[src/rtl/rtc_pkg.sv]
package rtc_pkg;
  localparam int WORD_W = 32;
  localparam int STAT_W = 5;

  function automatic logic digits_ok(input logic [7:0] v);
    return (v[3:0] <= 4'd9) && (v[7:4] <= 4'd9);
  endfunction

  function automatic logic [7:0] bcd_inc(input logic [7:0] v);
    if (v[3:0] == 4'd9) return {v[7:4] + 4'd1, 4'd0};
    return {v[7:4], v[3:0] + 4'd1};
  endfunction

  function automatic logic leap_year(input logic [7:0] yr);
    logic [7:0] bin;
    bin = 8'(v_hi(yr) * 10) + {4'd0, yr[3:0]};
    return bin[1:0] == 2'b00;
  endfunction

  function automatic logic [7:0] v_hi(input logic [7:0] v);
    return {4'd0, v[7:4]};
  endfunction

  function automatic logic [7:0] month_days(input logic [7:0] mon, input logic [7:0] yr);
    case (mon)
      8'h02: return leap_year(yr) ? 8'h29 : 8'h28;
      8'h04, 8'h06, 8'h09, 8'h11: return 8'h30;
      default: return 8'h31;
    endcase
  endfunction

  function automatic logic time_ok(input logic [31:0] w);
    logic [7:0] s, m, h;
    s = {1'b0, w[6:0]};
    m = {1'b0, w[14:8]};
    h = {2'b0, w[21:16]};
    return digits_ok(s) && s <= 8'h59 && digits_ok(m) && m <= 8'h59 &&
           digits_ok(h) && h <= 8'h23;
  endfunction

  function automatic logic cal_ok(input logic [31:0] w);
    logic [7:0] c, y, mo, d;
    logic [2:0] wd;
    c  = {1'b0, w[6:0]};
    y  = w[15:8];
    mo = {3'b0, w[20:16]};
    wd = w[23:21];
    d  = {2'b0, w[29:24]};
    return (c == 8'h19 || c == 8'h20) && digits_ok(y) &&
           digits_ok(mo) && mo >= 8'h01 && mo <= 8'h12 &&
           wd != 3'd0 && digits_ok(d) && d >= 8'h01 && d <= month_days(mo, y);
  endfunction
endpackage

[src/rtl/rtc_time_cnt.sv]
module rtc_time_cnt
  import rtc_pkg::*;
(
  input  logic              clk,
  input  logic              rst_n,
  input  logic              tick,
  input  logic              hold,
  input  logic              load,
  input  logic [WORD_W-1:0] ld_val,
  output logic [WORD_W-1:0] time_q,
  output logic              min_step,
  output logic              day_carry
);
  logic [7:0] sec, mins, hr;
  logic run, sec_wrap, min_wrap, hr_wrap;

  assign run      = tick && !hold && !load;
  assign sec_wrap = sec == 8'h59;
  assign min_wrap = mins == 8'h59;
  assign hr_wrap  = hr == 8'h23;
  assign min_step  = run && sec_wrap;
  assign day_carry = run && sec_wrap && min_wrap && hr_wrap;
  assign time_q = {10'd0, hr[5:0], 1'b0, mins[6:0], 1'b0, sec[6:0]};

  always_ff @(posedge clk) begin
    if (!rst_n) begin
      sec <= 8'h00; mins <= 8'h00; hr <= 8'h00;
    end else if (load) begin
      sec  <= {1'b0, ld_val[6:0]};
      mins <= {1'b0, ld_val[14:8]};
      hr   <= {2'b0, ld_val[21:16]};
    end else if (run) begin
      sec <= sec_wrap ? 8'h00 : bcd_inc(sec);
      if (sec_wrap) mins <= min_wrap ? 8'h00 : bcd_inc(mins);
      if (sec_wrap && min_wrap) hr <= hr_wrap ? 8'h00 : bcd_inc(hr);
    end
  end

  p_hold_time_r2: assert property (@(posedge clk) disable iff (!rst_n)
    (hold && !load) |=> $stable(time_q));
  p_time_range_r5: assert property (@(posedge clk) disable iff (!rst_n)
    time_ok(time_q));
  p_midnight_r5: assert property (@(posedge clk) disable iff (!rst_n)
    day_carry |=> (time_q == '0));
endmodule

[src/rtl/rtc_cal_cnt.sv]
module rtc_cal_cnt
  import rtc_pkg::*;
(
  input  logic              clk,
  input  logic              rst_n,
  input  logic              day_inc,
  input  logic              load,
  input  logic [WORD_W-1:0] ld_val,
  output logic [WORD_W-1:0] cal_q
);
  logic [7:0] cent, yr, mon, dt;
  logic [2:0] wd;
  logic last_day, last_mon, last_yr;

  assign last_day = dt == month_days(mon, yr);
  assign last_mon = mon == 8'h12;
  assign last_yr  = yr == 8'h99;
  assign cal_q = {2'd0, dt[5:0], wd, mon[4:0], yr, 1'b0, cent[6:0]};

  always_ff @(posedge clk) begin
    if (!rst_n) begin
      cent <= 8'h20; yr <= 8'h00; mon <= 8'h01; dt <= 8'h01; wd <= 3'd7;
    end else if (load) begin
      cent <= {1'b0, ld_val[6:0]};
      yr   <= ld_val[15:8];
      mon  <= {3'b0, ld_val[20:16]};
      wd   <= ld_val[23:21];
      dt   <= {2'b0, ld_val[29:24]};
    end else if (day_inc) begin
      wd <= (wd == 3'd7) ? 3'd1 : wd + 3'd1;
      dt <= last_day ? 8'h01 : bcd_inc(dt);
      if (last_day) mon <= last_mon ? 8'h01 : bcd_inc(mon);
      if (last_day && last_mon) yr <= last_yr ? 8'h00 : bcd_inc(yr);
      if (last_day && last_mon && last_yr) cent <= bcd_inc(cent);
    end
  end

  p_date_range_r6: assert property (@(posedge clk) disable iff (!rst_n)
    (dt >= 8'h01 && dt <= month_days(mon, yr) && mon >= 8'h01 && mon <= 8'h12));
  p_wday_wrap_r6: assert property (@(posedge clk) disable iff (!rst_n)
    (day_inc && !load && wd == 3'd7) |=> (cal_q[23:21] == 3'd1));
endmodule

[src/rtl/rtc_status.sv]
module rtc_status #(
  parameter int N = 5
) (
  input  logic         clk,
  input  logic         rst_n,
  input  logic [N-1:0] set,
  input  logic [N-1:0] clr,
  output logic [N-1:0] q
);
  for (genvar i = 0; i < N; i++) begin : g_bit
    always_ff @(posedge clk) begin
      if (!rst_n)       q[i] <= 1'b0;
      else if (set[i])  q[i] <= 1'b1;
      else if (clr[i])  q[i] <= 1'b0;
    end
    p_set_wins_r8: assert property (@(posedge clk) disable iff (!rst_n)
      set[i] |=> q[i]);
  end
endmodule

[src/rtl/bcd_rtc_core.sv]
module bcd_rtc_core
  import rtc_pkg::*;
#(
  parameter int ADDR_W = 3
) (
  input  logic              clk,
  input  logic              rst_n,
  input  logic              tick_1s,
  input  logic              wr_en,
  input  logic [ADDR_W-1:0] wr_addr,
  input  logic [31:0]       wr_data,
  input  logic [ADDR_W-1:0] rd_addr,
  output logic [31:0]       rd_data,
  output logic              upd_ack,
  output logic              sec_evt,
  output logic              min_evt,
  output logic              day_evt,
  output logic              time_invalid,
  output logic              cal_invalid
);
  localparam logic [ADDR_W-1:0] A_CTRL = ADDR_W'(0);
  localparam logic [ADDR_W-1:0] A_TIME = ADDR_W'(1);
  localparam logic [ADDR_W-1:0] A_CAL  = ADDR_W'(2);
  localparam logic [ADDR_W-1:0] A_STAT = ADDR_W'(3);
  localparam logic [ADDR_W-1:0] A_VAL  = ADDR_W'(4);

  logic [1:0] ctrl;
  logic req_q, req_any, ack_rise;
  logic wr_ctrl, wr_time, wr_cal, wr_clr;
  logic load_t, load_c, min_step, day_carry, day_inc;
  logic bad_t, bad_c;
  logic [WORD_W-1:0] time_w, cal_w;
  logic [STAT_W-1:0] st_set, st_clr, st_q;

  assign wr_ctrl = wr_en && wr_addr == A_CTRL;
  assign wr_time = wr_en && wr_addr == A_TIME;
  assign wr_cal  = wr_en && wr_addr == A_CAL;
  assign wr_clr  = wr_en && wr_addr == A_STAT;
  assign load_t  = wr_time && ctrl[0] && time_ok(wr_data);
  assign load_c  = wr_cal && ctrl[1] && cal_ok(wr_data);
  assign day_inc = day_carry && !ctrl[1];
  assign req_any = |ctrl;
  assign ack_rise = req_any && !req_q;

  always_ff @(posedge clk) begin
    if (!rst_n) begin
      ctrl <= 2'b00; req_q <= 1'b0; bad_t <= 1'b0; bad_c <= 1'b0;
    end else begin
      req_q <= req_any;
      if (wr_ctrl) ctrl <= wr_data[1:0];
      if (wr_time && ctrl[0]) bad_t <= !time_ok(wr_data);
      if (wr_cal && ctrl[1])  bad_c <= !cal_ok(wr_data);
    end
  end

  rtc_time_cnt u_time (
    .clk(clk), .rst_n(rst_n), .tick(tick_1s), .hold(ctrl[0]), .load(load_t),
    .ld_val(wr_data), .time_q(time_w), .min_step(min_step), .day_carry(day_carry)
  );

  rtc_cal_cnt u_cal (
    .clk(clk), .rst_n(rst_n), .day_inc(day_inc), .load(load_c),
    .ld_val(wr_data), .cal_q(cal_w)
  );

  assign st_set = {day_inc, min_step, tick_1s, 1'b0, ack_rise};
  assign st_clr = wr_clr ? wr_data[STAT_W-1:0] : '0;

  rtc_status #(.N(STAT_W)) u_stat (
    .clk(clk), .rst_n(rst_n), .set(st_set), .clr(st_clr), .q(st_q)
  );

  assign upd_ack = st_q[0];
  assign sec_evt = st_q[2];
  assign min_evt = st_q[3];
  assign day_evt = st_q[4];
  assign time_invalid = bad_t;
  assign cal_invalid  = bad_c;

  always_comb begin
    case (rd_addr)
      A_CTRL:  rd_data = {30'd0, ctrl};
      A_TIME:  rd_data = time_w;
      A_CAL:   rd_data = cal_w;
      A_STAT:  rd_data = {{(32-STAT_W){1'b0}}, st_q};
      A_VAL:   rd_data = {30'd0, bad_c, bad_t};
      default: rd_data = 32'd0;
    endcase
  end

  p_ack_r3: assert property (@(posedge clk) disable iff (!rst_n)
    (req_any && !req_q) |=> upd_ack);
  p_ignore_time_r4: assert property (@(posedge clk) disable iff (!rst_n)
    (wr_time && !ctrl[0] && !tick_1s) |=> $stable(time_w));
  p_ignore_cal_r4: assert property (@(posedge clk) disable iff (!rst_n)
    (wr_cal && !ctrl[1] && !day_carry) |=> $stable(cal_w));
  p_sec_evt_r7: assert property (@(posedge clk) disable iff (!rst_n)
    tick_1s |=> sec_evt);
  p_bad_write_r9: assert property (@(posedge clk) disable iff (!rst_n)
    (wr_time && ctrl[0] && !time_ok(wr_data)) |=> (time_invalid && $stable(time_w)));
endmodule

[config.mk]
export PLATFORM = sky130hd
export DESIGN_NAME = bcd_rtc_core
export DESIGN_NICKNAME = d
export VERILOG_FILES = /design/src/rtl/rtc_pkg.sv /design/src/rtl/rtc_time_cnt.sv /design/src/rtl/rtc_cal_cnt.sv /design/src/rtl/rtc_status.sv /design/src/rtl/bcd_rtc_core.sv
export SDC_FILE = /design/constraint.sdc
export NUM_CORES = 1
export LEC_CHECK = 0
export BUFFER_PORTS_ARGS = -buffer_cell sky130_fd_sc_hd__buf_2
export CAP_MARGIN = 10
export CORE_MARGIN = 2
export CORE_UTILIZATION = 58
export DETAILED_ROUTE_END_ITERATION = 16
export HOLD_SLACK_MARGIN = 0.12
export PLACE_DENSITY = 0.85
export SLEW_MARGIN = 15
export SYNTH_ARGS = -nofsm -noshare
export SYNTH_HDL_FRONTEND = slang
export SYNTH_SLANG_ARGS = --single-unit
[constraint.sdc]
create_clock -name clk -period 4.6 [get_ports clk]
set_input_delay 0.23 -clock clk [delete_from_list [all_inputs] [get_ports clk]]
set_output_delay 0.23 -clock clk [all_outputs]
set_load 0.005 [all_outputs]
# == Word level (Yosys, flattened, before mapping) ==
# Index checks and enable logic that the tools add are counted.
# totals
ff_bits,68
output_inout_bits,38
word_cells,285
# op_classes
n_addsub,17
n_mul,2
order_cmp,17
eq_ne,33
muxes,91
n_bitwise,1
reduce_logical,95
# op_table
op,n
two-way mux 8 bit,24
case mux 30 bit (5 select lines),1
two-way mux 7 bit,9
"adder 4 x 1 -> 4 bit, second input constant",14
two-way mux 1 bit,43
logical AND 1 bit,37
nonzero test 2 bit,17
two-way mux 6 bit,5
"equality test 4 bit, second input constant",7
AND reduction 3 bit,9
nonzero test 3 bit,7
"less-or-equal comparator 4 bit, second input constant",5
two-way mux 5 bit,4
AND reduction 2 bit,9
"equality test 8 x 3 -> 1 bit, second input constant",2
"equality test 8 x 5 -> 1 bit, second input constant",2
"equality test 8 x 7 -> 1 bit, second input constant",2
less-or-equal comparator 6 x 8 -> 1 bit,2
case mux 8 bit (2 select lines),1
"less-or-equal comparator 7 bit, second input constant",2
"equality test 3 x 2 -> 1 bit, second input constant",4
"equality test 5 x 3 -> 1 bit, second input constant",2
case mux 5 bit (2 select lines),1
two-way mux 3 bit,3
other kinds (28),44

# == Longest topological paths before layout ==
# depth
depth_word,22
ltp_mapped,11
mapped_depth_nobuf,10

# == By module ==
# A second synthesis with hierarchy kept.
# unflattened
hier_cells,695
hier_area_um2,5734.2
# modules_own_cells
mod,instances,cells_per_inst,area_each_um2,seq_area_each_um2
rtc_cal_cnt,1,318,2538.7,680.7
rtc_time_cnt,1,233,1924.3,480.5
bcd_rtc_core,1,129,1064.8,100.1
rtc_status,1,15,206.4,100.1

# == Worst setup path before layout ==
# OpenSTA, ideal clock, no wires.
# synth_path
path_type,register -> register
start,register u_cal.mon[4]
end,register u_cal.mon[6]
t_arrival_ns,2.590
t_required_ns,4.529
slack_ns,1.939
stages_incl_launch_ff,10
n_path_buf,1
synth_period_minus_slack_ns,2.661
path_cell_list,dfxtp_1 inv_1 ha_1 or3b_2 nor4_4 o211ai_2 or4_4 buf_6 or4_1 a21oi_1
# synth_between
elab_chain_len,5
# synth_rtl
item,line,rtl
"start, declared",rtc_cal_cnt.sv:11,"logic [7:0] cent, yr, mon, dt;"
"start signal, assigned",rtc_cal_cnt.sv:26,"mon <= {3'b0, ld_val[20:16]};"
"start signal, assigned",rtc_cal_cnt.sv:32,if (last_day) mon <= last_mon ? 8'h01 : bcd_inc(mon);
equality test 8 x 3 -> 1 bit (tied with other cells),rtc_pkg.sv:25,case (mon)
OR reduction 4 bit,rtc_pkg.sv:25,
case mux 8 bit (2 select lines),rtc_pkg.sv:25,
equality test 8 bit,rtc_cal_cnt.sv:15,"assign last_day = dt == month_days(mon, yr);"
AND reduction 3 bit (no source line),-,
# Parallel ways exist; a longest one is shown, timed or not. The select of a mux whose other input is x is not followed.
# A chain may end at the register's enable or synchronous reset.

# == Final worst setup path ==
# layout_path
start,register u_time.sec[4]
end,register u_cal.mon[2]
# layout_between
elab_chain_len,7
# layout_rtl
item,line,rtl
"start, declared",rtc_time_cnt.sv:14,"logic [7:0] sec, mins, hr;"
"start signal, assigned",rtc_time_cnt.sv:29,"sec <= {1'b0, ld_val[6:0]};"
"start signal, assigned",rtc_time_cnt.sv:33,sec <= sec_wrap ? 8'h00 : bcd_inc(sec);
equality test 8 x 7 -> 1 bit,rtc_time_cnt.sv:18,assign sec_wrap = sec == 8'h59;
logical AND 1 bit (3 in series),rtc_time_cnt.sv:22,assign day_carry = run && sec_wrap && min_wrap && hr_wrap;
logical AND 1 bit,bcd_rtc_core.sv:41,assign day_inc = day_carry && !ctrl[1];
nonzero test 2 bit (no source line),-,
AND reduction 2 bit (no source line),-,
# Every way passes these cells.

==> metrics.cfg <==
[synthesis]
number_of_standard_cells_after_synthesis = 613
synth.distinct_cells = 65
netlist_area_sq_um = 4750
yosys_most_used_dff = dfxtp_1
synth_edf_count = 0
synth_seq_cells = 67
synth.area.top_cells = dfxtp_1 28%, ha_1 7.4%, o21ai_0 5.3%
post_synth.cell_area_avg_sq_um = 7.74
post-synth-top-area-fraction_pct = 28.3
netlist.top_cell.by_area = dfxtp_1
ys_seq_area_share_pct = 28.3
yosys_warnings = 0
synthArstFlopShare_pct = 0

[worst_setup_path]
worst-endpoint-arrival_ns = 3.52
cp_slowest_stage_delay_ns = 0.72
setup_crit_start_kind = register
worst_r2r_path_depth = 7
critPathCaptureType = register
criticalPathCategory = reg2reg
rr_endpoint = u_cal.mon[2]$_SDFFE_PN0P_
cpMaxStageDelayCell = nor4_1
reg2reg_from = u_time.sec[4]$_SDFFE_PN0P_
crit_required_ns = 4.86
path_max_fanout = 9
ff2ff_setup_slack_ns = 1.34
critical_path.cell_chain = ha_1, and3b_1, nand3_2, or4_4, nor4_1, nand4_1, a311oi_1

[global_routing]
grt_overflow_total = 0
globalRouteMet1Util_pct = 45.1
first_global_vias = 4876
grt_util_met3_pct = 4.47
grt_first_pass_wirelength_microns = 23800
grt_antenna_before_repair = 0
grt.busiest_layer = met2
grt_start_max_net_pins = 32
grt.total_usage_pct = 34.2
grtUsageMet2_pct = 54.6

[timing]
fin_skew_ns = 0.00716
setup_viol_count_final = 0
layout_worst_path_cycle_share_pct = 70.9
final-max-slew-violation-count = 0
setup_total_negative_slack_ns = 0
tightest_slew_ns = 1.08
hold_ws_ns = 0.158
rsz0062_at_grt = false
setup_slack_ns = 1.34
finalWorstPathRequiredPeriod_ns = 3.26
final_hold_viol_count = 0
timing.fmax_mhz = 306
timing.max_slew.rel_slack_pct = 28.2

[placement]
gp_congestion = 0.944
numPortBuffers = 73
dp_worst_setup_slack_ns = 1.49
placement.cell_area_sq_um = 5120
post-dp-hpwl_microns = 10800

[worst_hold_path]
hold_path_depth = 3
hold-path-endpoint = u_cal.dt[2]$_SDFFE_PN0P_
worst_hold_startpoint = wr_data[26]
min_path_type = in2reg

[drt]
drc_violation_count_after_routing = 0
routed-via-count = 5179
drt_pre_antenna_iters = 7
wl_microns = 14800
route.detailed.wl_per_inst_microns = 19.1
antenna_violating_nets_post_route = 0
number_of_vias_per_cell = 6.67
drt-initial-drc-count = 456

[cts]
cts_made_buffers = 9
tritoncts = built
cts_post_setup_buffers_inserted = 0
clock_tree.htree_level_count = 3
hold_buffers = 1
cts_buffer_depth = 2
cts.reportedPaths.clkPinSlew_ns = 0.08
numClockSinks = 67
clock_latency_on_the_worst_skew_pair_ns = 0.37
cts_root_buf = clkbuf_8
post_cts_resized = 0

[cells_and_area]
diodes = 0
number_of_fill_cells_in_the_layout = 674
layout-drive-gt1-share_pct = 16.1
design_area_sq_um = 5400
synthToLayoutAreaGrowth_pct = 13.7
nets_final = 740

[die]
floorplan.rows = 32
floorplan.initialDensity_pct = 60.8
ios = 80
floorplan.die_area_sq_um = 8920
dieWidth_microns = 94.5
die_y_microns = 94.5
core_area_sq_um = 7810

[power_and_ir_drop]
cellLeakagePower_uw = 0.00210
worst_ir_drop_vdd_mv = 0.241
total_power_per_unit_cell_area_nw_per_um2 = 254

[run_status]
outcome = finished clean

[job]
drv_cap = 0

[worst max-delay path by stage]
| stage | cells past startpoint | slack [ns] | endpoint | startpoint |
|---|---|---|---|---|
| after floorplan | 9 | 1.94 | u_cal.mon[6]$_SDFFE_PP0P_ | u_cal.mon[4]$_SDFFE_PN0P_ |
| after global placement | 7 | 1.55 | u_cal.yr[2]$_SDFFE_PN0P_ | u_time.sec[4]$_SDFFE_PN0P_ |
| after detailed placement | 7 | 1.49 | u_cal.yr[2]$_SDFFE_PN0P_ | u_time.sec[4]$_SDFFE_PN0P_ |
| after CTS | 8 | 1.42 | u_cal.mon[2]$_SDFFE_PN0P_ | tick_1s |
| after global routing | 8 | 1.22 | u_cal.mon[2]$_SDFFE_PN0P_ | tick_1s |
| final | 7 | 1.34 | u_cal.mon[2]$_SDFFE_PN0P_ | u_time.sec[4]$_SDFFE_PN0P_ |
[state kept, by name (all words and copies together) (netlist names)]
name          cells
u_time.mins       8
ctrl              2
u_time.hr         8
u_cal.wd          3
u_time.sec        8
u_cal.mon         8
req_q             1
u_stat.q          4
cal_invalid       1
u_cal.yr          8
time_invalid      1
u_cal.dt          8
u_cal.cent        7
[worst max-delay path, delay by kind of cell, from the launching register on]
kind | cells | cell delay [ns]
AO/OA/AOI/OAI | 1 | 0.33
adder cells (fa/ha/maj) | 1 | 0.21
flip-flops | 1 | 0.47
AND/OR/NAND/NOR | 5 | 2.12
[per-layer routing]
metal / vias up / part of all wire [%]
li1: 2414 / -
met4: 0 / 3.9
met5: - / 0
met3: 57 / 9.4
met1: 2397 / 41
met2: 311 / 46
[placed cells by master (no fill, tap or decap), types with 6 or more instances in the layout]
cell type	n
a21oi_1	35
nand3b_1	9
buf_2	73
o21ai_0	50
or4_1	9
mux2i_1	8
a211oi_1	10
and2_1	8
nand4_1	10
a31oi_1	21
nor4_1	12
a221oi_1	6
inv_1	27
nor2_1	59
nor3_1	26
nand2_1	46
dfxtp_1	67
ha_1	28
clkbuf_8	9
nor3b_1	9
nand3_1	22
a22o_1	15
xor2_1	8
[final cells by class]
class	count	area, sq um	area share [%]
Multi-Input combinational cell	489	3170	58.8
Sequential cell	67	1340	24.9
Timing Repair Buffer	76	390	7.23
Clock inverter	6	138	2.55
Clock buffer	10	128	2.36
Tap cell	102	128	2.36
Inverter	27	101	1.88
[where the power goes]
part | total [uW] | switching [uW] | internal [uW]
combinational | 110 | 71.5 | 38.0
clock | 672 | 255 | 417
sequential | 589 | 5.23 | 583
total | 1370 | 332 | 1040
[synth_stat cells (3+ instances only)]
cell type	number
a211oi_1	10
a21oi_1	35
a221oi_1	6
a22o_1	15
a22oi_1	4
a31oi_1	21
and2_1	8
and3_1	5
and3b_1	4
buf_2	4
buf_4	4
clkbuf_1	21
dfxtp_1	67
ha_1	28
inv_1	27
mux2_2	4
mux2i_1	8
nand2_1	46
nand2b_1	4
nand3_1	22
nand3b_1	9
nand4_1	10
nor2_1	59
nor2b_1	5
nor3_1	28
nor3b_1	10
nor4_1	12
nor4b_1	4
o211a_1	5
o211ai_1	4
o21a_1	3
o21ai_0	50
o31a_1	3
o31ai_1	5
or3_1	5
or4_1	9
xor2_1	8
[cell families (layout without fill, tap and decap cells)]
group / count (synthesis) / count (layout) / synth area share (%)
adders and majority gates: 28 / 28 / 7.38
other: 1 / 3 / 0.0790
DFF: 67 / 67 / 28.3
muxes: 12 / 12 / 2.64
AOI/OAI and AO/OA: 179 / 179 / 24.7
buffers and inverters: 59 / 119 / 5.40
xor gates and xnor gates: 10 / 10 / 1.85
and+or+nand+nor: 257 / 257 / 29.7
[metrics by stage]
stage / utilization [%] / cells / power, uW
finish: 69.1 / 777 / 1370
global route: 69.1 / 777 / 1400
CTS: 69.1 / 777 / 1360
detailed placement: 65.6 / 760 / 707
global placement: 65.6 / 760 / 704
floorplan: - / 615 / 656
Power figures use the tool's default switching activity.
